File: config.mk
export PLATFORM = sky130hd
export DESIGN_NAME = pwrdown_ctl
export DESIGN_NICKNAME = d
export VERILOG_FILES = /design/src/rtl/pwrdown_pkg.sv /design/src/rtl/pwrdown_sync.sv /design/src/rtl/pwrdown_wake_det.sv /design/src/rtl/pwrdown_regs.sv /design/src/rtl/pwrdown_ctl.sv
export SDC_FILE = /design/constraint.sdc
export NUM_CORES = 1
export LEC_CHECK = 0
export BUFFER_PORTS_ARGS = -buffer_cell sky130_fd_sc_hd__buf_4
export CORE_UTILIZATION = 38
export CTS_BUF_LIST = sky130_fd_sc_hd__clkbuf_2 sky130_fd_sc_hd__clkbuf_4 sky130_fd_sc_hd__clkbuf_8
export CTS_CLUSTER_DIAMETER = 150
export DETAILED_ROUTE_END_ITERATION = 8
export GPL_ROUTABILITY_DRIVEN = 0
export GPL_TIMING_DRIVEN = 0
export PLACE_DENSITY = 0.74
export SETUP_SLACK_MARGIN = 0.5
export SLEW_MARGIN = 15
export SYNTH_ARGS = -nofsm -noshare
export SYNTH_HDL_FRONTEND = slang
export SYNTH_SLANG_ARGS = --single-unit
File: constraint.sdc
create_clock -name clk -period 3.1 [get_ports clk]
set_input_delay 0.31 -clock clk [delete_from_list [all_inputs] [get_ports clk]]
set_output_delay 0.31 -clock clk [all_outputs]
set_load 0.02 [all_outputs]
File: src/rtl/pwrdown_pkg.sv
// Shared constants and types for the shutdown controller.
// Assumes byte offsets on the register bus and a fixed 32-bit data path.
package pwrdown_pkg;

    typedef enum logic [1:0] {
        WK_NONE = 2'd0,
        WK_RISE = 2'd1,
        WK_FALL = 2'd2,
        WK_BOTH = 2'd3
    } wk_mode_e;

    localparam int          DATA_W   = 32;
    localparam logic [7:0]  SHDN_KEY = 8'hA5;
    localparam int          OFS_CTRL = 0;
    localparam int          OFS_MODE = 4;
    localparam int          OFS_STAT = 8;
    localparam int          RTC_BIT  = 17;
    localparam int          FIELD_STRIDE = 8;

endpackage

File: src/rtl/pwrdown_sync.sv
// Two-flop synchronizer for a vector of asynchronous inputs.
// Assumes each bit is independent; no bus coherency is promised.
module pwrdown_sync #(
    parameter int W = 2
) (
    input  logic         clk,
    input  logic         rst_n,
    input  logic [W-1:0] d_async,
    output logic [W-1:0] d_sync
);

    logic [W-1:0] meta_q;
    logic [W-1:0] sync_q;

    // Two register stages to settle metastable samples.
    always_ff @(posedge clk) begin
        if (!rst_n) begin
            meta_q <= '0;
            sync_q <= '0;
        end else begin
            meta_q <= d_async;
            sync_q <= meta_q;
        end
    end

    assign d_sync = sync_q;

endmodule

File: src/rtl/pwrdown_wake_det.sv
// Edge qualifier and debounce counter for one synchronized wake pin.
// Emits a one-cycle fire pulse when a qualifying edge has held for the
// programmed number of slow ticks. Any non-qualifying change aborts a
// pending detection. Assumes lvl is already synchronous to clk.
module pwrdown_wake_det
    import pwrdown_pkg::*;
#(
    parameter int DBNC_W = 4
) (
    input  logic              clk,
    input  logic              rst_n,
    input  logic              lvl,
    input  logic              slow_tick,
    input  wk_mode_e          mode,
    input  logic [DBNC_W-1:0] dbnc,
    output logic              fire
);

    logic              prev_q;
    logic              armed_q;
    logic [DBNC_W-1:0] cnt_q;
    logic              fire_q;
    logic              edge_seen;
    logic              qual;

    // Change detect against the previous sample, filtered by the mode.
    always_comb begin
        edge_seen = (lvl != prev_q);
        unique case (mode)
            WK_RISE: qual = edge_seen &&  lvl;
            WK_FALL: qual = edge_seen && !lvl;
            WK_BOTH: qual = edge_seen;
            default: qual = 1'b0;
        endcase
    end

    // Arm on a qualifying edge, count ticks, drop on a bounce.
    always_ff @(posedge clk) begin
        if (!rst_n) begin
            prev_q  <= 1'b0;
            armed_q <= 1'b0;
            cnt_q   <= '0;
            fire_q  <= 1'b0;
        end else begin
            prev_q <= lvl;
            fire_q <= 1'b0;
            if (mode == WK_NONE) begin
                armed_q <= 1'b0;
            end else if (edge_seen) begin
                if (qual && dbnc == '0) begin
                    fire_q  <= 1'b1;
                    armed_q <= 1'b0;
                end else if (qual) begin
                    armed_q <= 1'b1;
                    cnt_q   <= dbnc;
                end else begin
                    armed_q <= 1'b0;
                end
            end else if (armed_q && slow_tick) begin
                if (cnt_q == DBNC_W'(1)) begin
                    fire_q  <= 1'b1;
                    armed_q <= 1'b0;
                end else begin
                    cnt_q <= cnt_q - DBNC_W'(1);
                end
            end
        end
    end

    assign fire = fire_q;


    no_mode_chk: assert property (@(posedge clk) disable iff (!rst_n)
        (mode == WK_NONE) |=> !fire);


    tick_gate_chk: assert property (@(posedge clk) disable iff (!rst_n)
        (!edge_seen && !slow_tick) |=> !fire);

endmodule

File: src/rtl/pwrdown_regs.sv
// Register file: keyed control register, masked mode register and a
// read port onto the status register held in the top. Reads are
// combinational in the strobe cycle. Assumes one access per strobe.
module pwrdown_regs
    import pwrdown_pkg::*;
#(
    parameter int ADDR_W   = 4,
    parameter int NUM_WAKE = 2,
    parameter int DBNC_W   = 4
) (
    input  logic                              clk,
    input  logic                              rst_n,
    input  logic                              bus_sel,
    input  logic                              bus_we,
    input  logic [ADDR_W-1:0]                 bus_addr,
    input  logic [DATA_W-1:0]                 bus_wdata,
    output logic [DATA_W-1:0]                 bus_rdata,
    input  logic [DATA_W-1:0]                 status,
    output logic                              cmd_ok,
    output logic [NUM_WAKE-1:0][1:0]          wk_mode,
    output logic [NUM_WAKE-1:0][DBNC_W-1:0]   wk_dbnc,
    output logic                              rtc_en
);

    localparam logic [ADDR_W-1:0] A_CTRL = ADDR_W'(OFS_CTRL);
    localparam logic [ADDR_W-1:0] A_MODE = ADDR_W'(OFS_MODE);
    localparam logic [ADDR_W-1:0] A_STAT = ADDR_W'(OFS_STAT);

    function automatic logic [DATA_W-1:0] mk_mask();
        logic [DATA_W-1:0] m;
        m = '0;
        for (int i = 0; i < NUM_WAKE; i++) begin
            m[FIELD_STRIDE*i +: 2]        = 2'b11;
            m[FIELD_STRIDE*i + 4 +: DBNC_W] = '1;
        end
        m[RTC_BIT] = 1'b1;
        return m;
    endfunction

    localparam logic [DATA_W-1:0] MODE_MASK = mk_mask();

    logic [DATA_W-1:0] mode_q;
    logic              wr_mode;

    // Decode a keyed shutdown command and a mode write.
    always_comb begin
        cmd_ok  = bus_sel && bus_we && (bus_addr == A_CTRL) &&
                  (bus_wdata[31:24] == SHDN_KEY) && bus_wdata[0];
        wr_mode = bus_sel && bus_we && (bus_addr == A_MODE);
    end

    // Mode register storage, implemented bits only.
    always_ff @(posedge clk) begin
        if (!rst_n) begin
            mode_q <= '0;
        end else if (wr_mode) begin
            mode_q <= bus_wdata & MODE_MASK;
        end
    end

    // Split the mode register into per-source fields.
    for (genvar g = 0; g < NUM_WAKE; g++) begin : g_fld
        assign wk_mode[g] = mode_q[FIELD_STRIDE*g +: 2];
        assign wk_dbnc[g] = mode_q[FIELD_STRIDE*g + 4 +: DBNC_W];
    end
    assign rtc_en = mode_q[RTC_BIT];

    // Read mux; control and unmapped offsets return zero.
    always_comb begin
        bus_rdata = '0;
        if (bus_sel && !bus_we) begin
            if (bus_addr == A_MODE)      bus_rdata = mode_q;
            else if (bus_addr == A_STAT) bus_rdata = status;
        end
    end


    ctrl_read_chk: assert property (@(posedge clk) disable iff (!rst_n)
        (bus_sel && !bus_we && bus_addr == A_CTRL) |-> (bus_rdata == '0));


    mode_keep_chk: assert property (@(posedge clk) disable iff (!rst_n)
        !(bus_sel && bus_we && bus_addr == A_MODE) |=> $stable(mode_q));

endmodule

File: src/rtl/pwrdown_ctl.sv
// Shutdown controller top. Holds the shutdown request, gathers wake
// events from the pin detectors and the real-time clock, and records
// the wake cause in a sticky status register. Assumes rtc_wake_req is
// synchronous to clk and slow_tick is a one-cycle strobe.
module pwrdown_ctl
    import pwrdown_pkg::*;
#(
    parameter int ADDR_W   = 4,
    parameter int NUM_WAKE = 2,
    parameter int DBNC_W   = 4
) (
    input  logic                clk,
    input  logic                rst_n,
    input  logic                bus_sel,
    input  logic                bus_we,
    input  logic [ADDR_W-1:0]   bus_addr,
    input  logic [31:0]         bus_wdata,
    output logic [31:0]         bus_rdata,
    input  logic                slow_tick,
    input  logic [NUM_WAKE-1:0] wake_pin,
    input  logic                rtc_wake_req,
    output logic                shdn_req
);

    logic [NUM_WAKE-1:0]            pin_sync;
    logic [NUM_WAKE-1:0]            pin_fire;
    logic [NUM_WAKE-1:0][1:0]       wk_mode;
    logic [NUM_WAKE-1:0][DBNC_W-1:0] wk_dbnc;
    logic                           rtc_en;
    logic                           rtc_fire;
    logic                           cmd_ok;
    logic [DATA_W-1:0]              wake_vec;
    logic [DATA_W-1:0]              status_q;
    logic                           shdn_q;

    pwrdown_sync #(.W(NUM_WAKE)) u_sync (
        .clk     (clk),
        .rst_n   (rst_n),
        .d_async (wake_pin),
        .d_sync  (pin_sync)
    );

    pwrdown_regs #(
        .ADDR_W   (ADDR_W),
        .NUM_WAKE (NUM_WAKE),
        .DBNC_W   (DBNC_W)
    ) u_regs (
        .clk       (clk),
        .rst_n     (rst_n),
        .bus_sel   (bus_sel),
        .bus_we    (bus_we),
        .bus_addr  (bus_addr),
        .bus_wdata (bus_wdata),
        .bus_rdata (bus_rdata),
        .status    (status_q),
        .cmd_ok    (cmd_ok),
        .wk_mode   (wk_mode),
        .wk_dbnc   (wk_dbnc),
        .rtc_en    (rtc_en)
    );

    for (genvar g = 0; g < NUM_WAKE; g++) begin : g_det
        pwrdown_wake_det #(.DBNC_W(DBNC_W)) u_det (
            .clk       (clk),
            .rst_n     (rst_n),
            .lvl       (pin_sync[g]),
            .slow_tick (slow_tick),
            .mode      (wk_mode_e'(wk_mode[g])),
            .dbnc      (wk_dbnc[g]),
            .fire      (pin_fire[g])
        );
    end

    // Collect all wake sources at their status bit positions.
    always_comb begin
        rtc_fire = rtc_wake_req && rtc_en;
        wake_vec = '0;
        wake_vec[NUM_WAKE-1:0] = pin_fire;
        wake_vec[RTC_BIT] = rtc_fire;
    end

    // Shutdown state and sticky cause; a keyed command has priority.
    always_ff @(posedge clk) begin
        if (!rst_n) begin
            shdn_q   <= 1'b0;
            status_q <= '0;
        end else if (cmd_ok) begin
            shdn_q   <= 1'b1;
            status_q <= '0;
        end else if (shdn_q && (wake_vec != '0)) begin
            shdn_q   <= 1'b0;
            status_q <= status_q | wake_vec;
        end
    end

    assign shdn_req = shdn_q;


    cmd_shdn_chk: assert property (@(posedge clk) disable iff (!rst_n)
        cmd_ok |=> (shdn_q && status_q == '0));


    idle_status_chk: assert property (@(posedge clk) disable iff (!rst_n)
        (!shdn_q && !cmd_ok) |=> $stable(status_q) && !shdn_q);


    wake_cause_chk: assert property (@(posedge clk) disable iff (!rst_n)
        $fell(shdn_q) |-> (status_q != '0));


    rtc_status_chk: assert property (@(posedge clk) disable iff (!rst_n)
        (shdn_q && !cmd_ok && rtc_fire) |=> status_q[RTC_BIT]);

endmodule

==> flow_metrics.tcl, run 1 <==
set metrics [dict create \
    status "complete, no violations" \
    syn_area_sq_um 2110 \
    synth_area_leaders "dfxtp_1 33%, buf_4 7.1%, mux2i_1 7.1%, ha_1 5.9%, and2_1 5.6%" \
    cts_hold_buf 0 \
    yosysWarnings 0 \
    seq_area_frac_synth 0.332 \
    portBuffers 45 \
    worstSetupEndpointType "output pin" \
    cts_htree_levels 2 \
    post_cts_resize_count 0 \
    ys_types 55 \
    synth-seq-cells 35 \
    grt_pass1_vias 1739 \
    grt_pass1_wl_um 7630 \
    fin_ws_ns 1.05 \
    cpMostUsedCell "buf_4" \
    syn_area_per_cell_sq_um 9.13 \
    wl_um 4470 \
    crit_slowest_cell "nor4b_2" \
    synth_compound_area_frac 0.145 \
    crit_path_start "bus_addr[1]" \
    fmax_ghz 0.488 \
    path_cells "buf_4 -> nor4b_2 -> and3b_1 -> clkbuf_1 -> and2_1 -> buf_4" \
    ys_dominant_reg_cell "dfxtp_1" \
    row_count 26 \
    root_buffer "clkbuf_8" \
    wire_per_inst_um 12.0 \
    synth_edf_count 0 \
    rr_endpoint "g_det[0].u_det.cnt_q[2]" \
    max_slew_margin 0.626 \
    crit_type "input port to output pin" \
    drc_errors 0 \
    cp-start-kind "input port" \
    vias 1804 \
    diodes 0 \
    grt_util_all_layers 0.162 \
    cts_sinks 35 \
    cp_slowest_stage_delay_ns 0.43 \
    nNetsFinal 355 \
    arrival_ns 1.74 \
    worstSetupEndpoint "bus_rdata[6]" \
    dr.pass1.iters 4 \
    post-place-ws_ns 1.04 \
    yosys.area.top_type "dfxtp_1" \
    worst_slew_pin_slew_ns 0.560 \
    yosys.area.top_type_share 0.332 \
    die_h_um 76.5 \
    finalSetupViolCount 0 \
    syn_inst 231 \
    drive_gt1_frac 0.295 \
    antenna_found_initial 0 \
    synthSimpleGateAreaFrac 0.253 \
    skew_ns 0.00475 \
    io_pins 77 \
    finalHoldViolations 0 \
    clockBufferDepth 2 \
    synth-adder-area-share 0.0593 \
    drv_cap 0 \
    rsz0062_at_grt "false" \
    detail_route.iter0.violations 61 \
    cts_buffers 5 \
    crit_required_ns 2.79 \
    ir_worst_vdd_mv 0.194 \
    fp.dieArea_sq_um 5850 \
    yosysMostFrequentCell "dfxtp_1" \
    clk_pin_slew_ns 0.07 \
    dieWidth_um 76.5 \
    r2r_cells 6 \
    async_reset_ff_frac 0 \
    post-route-period-util 0.662 \
    rrSetupSlack_ns 1.35 \
    grt-ovfl-total 0 \
    num-fill-cells 482 \
    start_util 0.403 \
    powerDensity_nw_per_um2 336 \
    cts_setup_buffers 0 \
    slew_violations 0 \
    reg2reg_from "u_regs.mode_q[0]" \
    synth_commonest_cells "35 x dfxtp_1, 27 x nor2_1, 20 x buf_4" \
    core-area_sq_um 5240 \
    muxShareOfSynthArea 0.0819 \
    crit_path_max_fanout 10 \
    dp_hpwl_um 3480 \
    fin_setup_tns_ns 0 \
    insertion_delay_ns 0.29 \
    ant_nets 0 \
    cts_tree "built" \
    grt_max_degree 13 \
    synthToLayoutAreaGrowth_pct 27.6 \
    synth_top_family_by_area "simple AND/OR/NAND/NOR gates" \
    synth_xor_area_frac 0.0172 \
    p_leak_nw 1.11 \
    viasPerCell 4.85 \
    hp-class "input port to flop" \
    final.min_clock_period_ns 2.05 \
]
[cells in the final DEF, fill, tap and decap left out, types with 5 or more instances in the layout]
cell      instances
buf_4            65
dfxtp_1          35
nor2_1           27
and2_1           19
conb_1           19
nand2_1          16
mux2i_1          15
inv_1            12
ha_1             10
a21oi_1           5
clkbuf_8          5
[kinds of logic (layout without fill, tap and decap cells)]
family                   Yosys count  in the layout
AO/OA/AOI/OAI                     35             35
XOR/XNOR                           2              2
adder cells (fa/ha/maj)           10             10
buffers and inverters             39             92
flip-flops                        35             35
multiplexers                      17             17
other                              1             19
AND/OR/NAND/NOR                   92             92
[stage by stage]
step	total power [mW]	utilization	area [sq um]	cells	hold WS, ns
final	0.904	0.514	2690	372	0.230
after global routing	0.940	0.514	2690	372	0.231
after CTS	0.909	0.514	2690	372	0.219
after detailed placement	0.583	0.497	2600	364	0.422
after global placement	0.581	0.497	2600	364	0.413
after floorplan	0.541	-	2180	249	0.412
[flip-flops by register name (all words and copies together) (netlist names)]
| signal | flops |
|---|---|
| u_regs.mode_q | 13 |
| g_det.u_det.cnt_q | 8 |
| status_q | 3 |
| g_det.u_det.armed_q | 2 |
| g_det.u_det.fire | 2 |
| g_det.u_det.prev_q | 2 |
| u_sync.d_sync | 2 |
| u_sync.meta_q | 2 |
| shdn_req | 1 |
[report_power, final]
group	switching, mW	internal (mW)	total, mW	leakage [nW]
logic	0.0562	0.0589	0.115	0.787
registers	0.00417	0.454	0.458	0.283
clock network	0.175	0.156	0.331	0.0402
total	0.235	0.669	0.904	1.11
[how the worst min path moves through the flow]
stage / start / endpoint / slack, ns / cells past startpoint
after floorplan: u_sync.meta_q[0] / u_sync.d_sync[0] / 0.41 / 1
after detailed placement: u_sync.meta_q[0] / u_sync.d_sync[0] / 0.42 / 1
after CTS: wake_pin[0] / u_sync.meta_q[0] / 0.22 / 2
after global placement: u_sync.meta_q[0] / u_sync.d_sync[0] / 0.41 / 1
final: wake_pin[0] / u_sync.meta_q[0] / 0.23 / 2
after global routing: wake_pin[0] / u_sync.meta_q[0] / 0.23 / 2
[metal layers]
metal	routed length, um	share of wire	track usage
met1	2030	0.45	0.194
met3	279	0.062	0.0431
met4	59	0.013	0.0635
met2	2100	0.47	0.273
met5	0	0	0
[area by class of cell]
type                            instances  area, sq um  area share
Buffer                                 26          181      0.0674
Clock buffer                            5         68.8      0.0256
Clock inverter                          3         20.0     0.00744
Inverter                               13         48.8      0.0181
Multi-Input combinational cell        175         1240       0.463
Sequential cell                        35          701       0.260
Tap cell                               70         87.6      0.0326
Timing Repair Buffer                   45          338       0.126
[critical path, delay by kind of cell]
family / cells / cell delay (ns)
buffers and inverters: 3 / 0.58
AND/OR/NAND/NOR: 3 / 0.85
No activity file was read; power rests on OpenSTA's default activity.
==> inputs of run 2 (changes only) <==
Settings changed: PLACE_DENSITY 0.74 to 0.76.
Clock period 3.1 ns to 1.7 ns, I/O delays scaled along.
==> run 2 against run 1 <==
Sequential cell count stayed put. First-iteration DRC count is 43% lower. Sequential power is 82% higher. Utilization is 11 points higher. Clock power is 82% higher. Power is 86% higher. Largest power group unchanged. Global-route usage is 2.5 points higher. Die area stayed put. Sequential share of layout area is 4.0 points lower. Critical path depth is 1 higher. Highest routed layer unchanged.
==> flow_metrics.tcl, run 2 (same netlist as run 1, synthesis figures left out) <==
set metrics [dict create \
    grt_max_degree 12 \
    powerDensity_nw_per_um2 519 \
    layout_commonest_cell "buf_4" \
    drv_cap 0 \
    hp-class "input port to flop" \
    dp_hpwl_um 3540 \
    die_h_um 76.5 \
    p_leak_nw 1.34 \
    portBuffers 45 \
    dr.pass1.iters 4 \
    post-place-ws_ns 0.0201 \
    clockBufferDepth 2 \
    dieWidth_um 76.5 \
    drc_errors 0 \
    ant_nets 0 \
    skew_ns 0.00824 \
    cts_buffers 5 \
    crit_path_max_fanout 3 \
    drive_gt1_frac 0.498 \
    grt-ovfl-total 0 \
    ir_worst_vdd_mv 0.439 \
    clk_pin_slew_ns 0.07 \
    core-area_sq_um 5240 \
    row_count 26 \
    cts_tree "built" \
    root_buffer "clkbuf_8" \
    fin_ws_ns 0.0865 \
    finalSetupViolCount 0 \
    wire_per_inst_um 13.7 \
    grt_util_all_layers 0.187 \
    grt_pass1_vias 1835 \
    wl_um 5490 \
    cts_hold_buf 0 \
    top_regs "u_regs.mode_q x13, g_det.u_det.cnt_q x8, status_q x3" \
    fmax_ghz 0.620 \
    grt_pass1_wl_um 8670 \
    slew_violations 0 \
    cts_htree_levels 2 \
    use_met3 0.0491 \
    busiest_layer "met2" \
    fp.dieArea_sq_um 5850 \
    gr-usage-met1 0.219 \
    fin_setup_tns_ns 0 \
    crit_required_ns 1.87 \
    finalHoldViolations 0 \
    detail_route.iter0.violations 35 \
    largest_reg_flops 13 \
    cp-start-kind "flop" \
    final.min_clock_period_ns 1.61 \
    arrival_ns 1.79 \
    worst_slew_pin_slew_ns 0.507 \
    crit_type "flop to flop" \
    use_met2 0.325 \
    worstSetupEndpointType "flop" \
    nNetsFinal 384 \
    io_pins 77 \
    synthToLayoutAreaGrowth_pct 53.9 \
    status "complete, no violations" \
    viasPerCell 4.93 \
    final_cell_mix "76 x buf_4, 27 x dfxtp_1, 25 x nor2_1" \
    diodes 0 \
    vias 1976 \
    rsz0062_at_grt "true" \
    post-route-period-util 0.949 \
    start_util 0.403 \
    antenna_found_initial 0 \
    insertion_delay_ns 0.29 \
    max_slew_margin 0.662 \
    regMostFlops "u_regs.mode_q" \
    cts_sinks 35 \
]
## run 2: power by group
part           internal, mW  switching, mW  leakage (nW)
clock                 0.302          0.301        0.0446
combinational         0.133          0.114          1.01
sequential            0.824        0.00820         0.288
total                  1.26          0.424          1.34
## run 2: final timing paths
kind / from / end / slack, ns / cells after the start
max: g_det[0].u_det.cnt_q[1] / g_det[0].u_det.cnt_q[3] / 0.09 / 7
min reg2reg: u_sync.meta_q[1] / u_sync.d_sync[1] / 0.44 / 1
min: wake_pin[1] / u_sync.meta_q[1] / 0.09 / 2
max reg2reg: g_det[0].u_det.cnt_q[1] / g_det[0].u_det.cnt_q[3] / 0.09 / 7
## run 2: what timing repair did
item,CTS,global route
setup endpoints to repair,35,38
setup buffers,16,11
cloned,2,0
resized for setup,50,17
pin swaps,17,20
## run 2: worst max-delay path: stages, from the launching register on
cell and delay [ns]:
dfxtp_2 0.33, inv_2 0.07, ha_4 0.12, or3b_4 0.41, and3_4 0.20, a21oi_4 0.17
buf_4 0.15, o32ai_2 0.05
## run 2: routing by layer
layer / wire length, um / vias to the layer above
met5: 0 / -
met4: 93 / 0
met3: 348 / 11
met2: 2740 / 73
met1: 2310 / 916
li1: - / 976
## run 2: final cells by class
type | count | area (sq um)
Clock inverter | 2 | 12.5
Buffer | 26 | 211
Clock buffer | 6 | 76.3
Tap cell | 70 | 87.6
Sequential cell | 35 | 716
Fill cell | 435 | 1990
Multi-Input combinational cell | 175 | 1440
Inverter | 13 | 50.0
Timing Repair Buffer | 74 | 647
## run 2: metrics by stage
| stage | power (mW) | instances | area (sq um) | utilization | hold slack, ns |
|---|---|---|---|---|---|
| finish | 1.68 | 401 | 3240 | 0.619 | 0.0926 |
| CTS | 1.68 | 390 | 3100 | 0.591 | 0.0892 |
| global route | 1.75 | 401 | 3240 | 0.619 | 0.0961 |
| floorplan | 0.988 | 249 | 2260 | - | 0.297 |
| detailed placement | 1.07 | 364 | 2690 | 0.513 | 0.387 |
| global placement | 1.06 | 364 | 2690 | 0.513 | 0.382 |
